--- src/rtl/atomic_guard_pkg.sv ---
package atomic_guard_pkg;

  typedef enum logic [1:0] {
    PH_IDLE   = 2'd0,
    PH_ACTIVE = 2'd1,
    PH_WINDOW = 2'd2
  } phase_t;

  typedef struct packed {
    logic load;
    logic dec;
  } cntStrobe_t;

endpackage

--- src/rtl/atomic_guard_count.sv ---
module atomic_guard_count
  import atomic_guard_pkg::*;
#(
  parameter int IMM_W = 4
) (
  input  logic             clk,
  input  logic             rstN,
  input  cntStrobe_t       strobe,
  input  logic [IMM_W-1:0] loadVal,
  output logic [IMM_W-1:0] count,
  output logic             atZero
);

  localparam logic [IMM_W-1:0] ONE = IMM_W'(1);

  always_ff @(posedge clk) begin
    if (!rstN) begin
      count <= '0;
    end else if (strobe.load) begin
      count <= loadVal;
    end else if (strobe.dec) begin
      count <= count - ONE;
    end
  end

  assign atZero = (count == '0);

endmodule

--- src/rtl/atomic_guard_ctrl.sv ---
module atomic_guard_ctrl
  import atomic_guard_pkg::*;
(
  input  logic       clk,
  input  logic       rstN,
  input  logic       critRetire,
  input  logic       instRetire,
  input  logic       irqPending,
  input  logic       atZero,
  output cntStrobe_t strobe,
  output phase_t     phase
);

  phase_t phaseNext;

  always_comb begin
    phaseNext = phase;
    strobe    = '0;
    unique case (phase)
      PH_IDLE: begin
        if (critRetire) begin
          strobe.load = 1'b1;
          phaseNext   = PH_ACTIVE;
        end
      end
      PH_ACTIVE: begin
        if (instRetire) begin
          if (atZero) begin
            phaseNext = irqPending ? PH_WINDOW : PH_IDLE;
          end else begin
            strobe.dec = 1'b1;
          end
        end
      end
      PH_WINDOW: begin
        if (!irqPending) phaseNext = PH_IDLE;
      end
      default: phaseNext = PH_IDLE;
    endcase
  end

  always_ff @(posedge clk) begin
    if (!rstN) phase <= PH_IDLE;
    else       phase <= phaseNext;
  end

endmodule

--- src/rtl/atomic_guard.sv ---
module atomic_guard
  import atomic_guard_pkg::*;
#(
  parameter int IMM_W = 4
) (
  input  logic             clk,
  input  logic             rstN,
  input  logic             critRetire,
  input  logic [IMM_W-1:0] critImm,
  input  logic             instRetire,
  input  logic             irqPending,
  output logic             irqEnable,
  output logic             sectionActive
);

  cntStrobe_t       strobe;
  phase_t           phase;
  logic [IMM_W-1:0] count;
  logic             atZero;

  atomic_guard_ctrl u_ctrl (
    .clk        (clk),
    .rstN       (rstN),
    .critRetire (critRetire),
    .instRetire (instRetire),
    .irqPending (irqPending),
    .atZero     (atZero),
    .strobe     (strobe),
    .phase      (phase)
  );

  atomic_guard_count #(.IMM_W(IMM_W)) u_count (
    .clk     (clk),
    .rstN    (rstN),
    .strobe  (strobe),
    .loadVal (critImm),
    .count   (count),
    .atZero  (atZero)
  );

  assign sectionActive = (phase == PH_ACTIVE);
  assign irqEnable     = (phase != PH_ACTIVE);

endmodule

--- config.mk ---
export PLATFORM = sky130hd
export DESIGN_NAME = atomic_guard
export DESIGN_NICKNAME = d
export VERILOG_FILES = /design/src/rtl/atomic_guard_pkg.sv /design/src/rtl/atomic_guard_count.sv /design/src/rtl/atomic_guard_ctrl.sv /design/src/rtl/atomic_guard.sv
export SDC_FILE = /design/constraint.sdc
export NUM_CORES = 1
export LEC_CHECK = 0
export ABC_AREA = 1
export BUFFER_PORTS_ARGS = -buffer_cell sky130_fd_sc_hd__buf_4
export CORE_AREA = 4 4 41 43
export DETAILED_ROUTE_END_ITERATION = 10
export DIE_AREA = 0 0 45 47
export PLACE_DENSITY = 0.5
export SLEW_MARGIN = 20
export SYNTH_ARGS = -nofsm -noshare
export SYNTH_HDL_FRONTEND = slang
export SYNTH_SLANG_ARGS = --single-unit
export TNS_END_PERCENT = 5
--- constraint.sdc ---
create_clock -name clk -period 1.4 [get_ports clk]
set_clock_uncertainty 0.2 [all_clocks]
set_input_delay 0.35 -clock clk [delete_from_list [all_inputs] [get_ports clk]]
set_output_delay 0.35 -clock clk [all_outputs]
set_load 0.01 [all_outputs]
==> flow_metrics.tcl <==
set metrics [dict create \
    synthesis.area_um2 424.2 \
    vias 414 \
    numPortBuffers 10 \
    yosysSeqAreaShare 0.2832 \
    final_max_slew_viol_count 0 \
    drt_wl_total_um 854 \
    power_density_nw_per_um2 1067 \
    cts_buffers 3 \
    cap_violations 0 \
    cp.arrival_ps 830 \
    critPathCaptureType "output port" \
    cp_cell_sequence "inv_2, nand2_4, inv_2, buf_6" \
    rsz0062_at_grt "true" \
    cp.required_ps 850 \
    fillers 144 \
    die_y_um 47 \
    final_hold_viol_count 0 \
    worst_pin_slew_ps 152.8 \
    ys_warn_count 0 \
    fin_ws_ps 15.98 \
    setup_tns_ps 0 \
    internal_power_uw 409.4 \
    dieArea_um2 2115 \
    netlist_top_cells_count "nand2_1, nor2_1, inv_1" \
    combinationalPowerShare 0.413 \
    synth_largest_area_cell "dfxtp_1" \
    postRouteAntennaNets 0 \
    synth_edf_count 0 \
    insertion_delay_ps 250 \
    drive_above_1_share 0.4096 \
    netlist_instances 67 \
    area_growth_pct 38.94 \
    async_reset_ff_frac 0 \
    grt_pass1_vias 334 \
    p_seq_frac 0.334 \
    pwr-share-clk 0.253 \
    slowest_stage "dfxtp_2" \
    start_util 0.3260 \
    final-setup-viol-count 0 \
    core_um2 1301 \
    clockBufferDepth 2 \
    slew_headroom 0.8971 \
    synth_seq_cells 6 \
    place.gp.congestion 0.6830 \
    crit_type "flip-flop to output port" \
    vias_per_cell 4.224 \
    syn_avg_cell_area_um2 6.331 \
    synth.distinct_cells 18 \
    fmaxAchievable_ghz 0.7225 \
    synthFlopType "dfxtp_1" \
    startpoint_type "flip-flop" \
    p_leak_uw 0.0003215 \
    synth_area_leaders "dfxtp_1, nand2_1, nor2_1" \
    antenna_found_initial 0 \
    fp.dieW_um 45 \
    drt-wirelength-per-cell_um 8.714 \
    min_period_ps 1384 \
    peakVddDrop_v 0.0005210 \
    dr.first_iter.drc_count 7 \
    synth_top_area_share 0.2832 \
    seq_area_um2 123.9 \
    dp_hpwl_um 661.5 \
    path_max_fanout 3 \
    p_sw_frac 0.3490 \
    status "finished clean" \
    root_buffer "clkbuf_4" \
    overflow 0 \
    multiInputGateArea_um2 265.3 \
    grt_pass1_wl_mm 1.366 \
    final.period_utilization 0.9886 \
    first_pass_iters 3 \
    grt_max_degree 11 \
    cp_common_cell "inv_2" \
    cp_slowest_stage_delay_ps 340 \
    clkTransAtPathRegs_ps 40 \
    antenna_cells 0 \
    hold_class "input port to flip-flop" \
    cts_tree "done" \
    clock-sinks 6 \
    place_ws_ps 33.37 \
    io_pins 11 \
    switchingPower_uw 219.4 \
    cts_hold_buffers 0 \
    nNetsFinal 95 \
    cts_max_level 1 \
    track_usage 0.09723 \
    drc 0 \
    synthesis.nets 77 \
    holdWs_ps 165.4 \
    num_rows 13 \
]
## placed cells by master (no fill, tap or decap)
master / instances
nor2_1: 13
clkbuf_4: 3
nor2_4: 1
ha_2: 1
nand2_1: 13
a21boi_0: 1
buf_6: 1
dfxtp_1: 3
o21ai_0: 2
clkinv_4: 1
inv_1: 10
nand2_4: 3
buf_4: 12
inv_2: 3
o21ai_2: 2
dfxtp_2: 3
nand4_1: 1
o21ai_1: 1
nand3_1: 5
nand2_2: 2
nand3_4: 1
nor2_2: 1
## flip-flops by register name (all words and copies together) (netlist names)
name / count
u_count.count: 4
u_ctrl.phase: 2
## power groups by stage
stage | Combinational [uW] | Clock (uW) | Sequential [uW]
floorplan | 171 | 0 | 207
detailed placement | 227 | 0 | 210
CTS | 242 | 163 | 208
finish | 260 | 159 | 210
global placement | 226 | 0 | 210
global route | 297 | 172 | 214
## per-stage QoR
stage / area [um2] / util / power, uW / std cells
floorplan: 424.2 / - / 378.1 / 67
global placement: 518.0 / 0.3981 / 435.4 / 92
detailed placement: 518.0 / 0.3981 / 436.8 / 92
CTS: 561.8 / 0.4317 / 612.9 / 97
global route: 589.3 / 0.4529 / 683.2 / 98
finish: 589.3 / 0.4529 / 628.8 / 98
## critical path: cells and delay by family, from the launching register on
family	cells	cell delay, ps
flip-flops	1	340
AND/OR/NAND/NOR	1	60
buffers and inverters	3	200
## cell families after synthesis
logic type,synth area share
simple gates,0.4661
compound gates,0.08553
flops,0.2832
fa+ha+maj,0.02949
buf+inv,0.1357
## area by class of cell
| cell class | instances | area share |
|---|---|---|
| inverters | 14 | 0.09766 |
| well taps | 15 | 0.03185 |
| repair buffers | 13 | 0.1720 |
| clock buffers | 3 | 0.03822 |
| multi-input cells | 47 | 0.4501 |
| flip-flops and latches | 6 | 0.2102 |
## worst paths after layout
| check | from | to | slack [ps] | cells past startpoint |
|---|---|---|---|---|
| worst max register to register | u_count.count[0] | u_count.count[1] | 100 | 8 |
| worst min-delay path | irqPending | u_ctrl.phase[1] | 170 | 3 |
| worst max-delay path | u_ctrl.phase[1] | sectionActive | 20 | 4 |
| worst min register to register | u_count.count[0] | u_count.count[0] | 350 | 4 |
## layer usage
metal,GRT usage,routed length [um],vias to the layer above
li1,-,-,235
met1,0.1185,390,161
met2,0.1243,349,13
met3,0.02299,75,5
met4,0.1228,39,0
met5,0,0,-
## timing repair
action                     CTS  global route
setup endpoints to repair    2             8
pin swaps                    0             3
gates resized for setup      5             6
setup buffers                2             1
No activity file was read; power rests on OpenSTA's default activity.
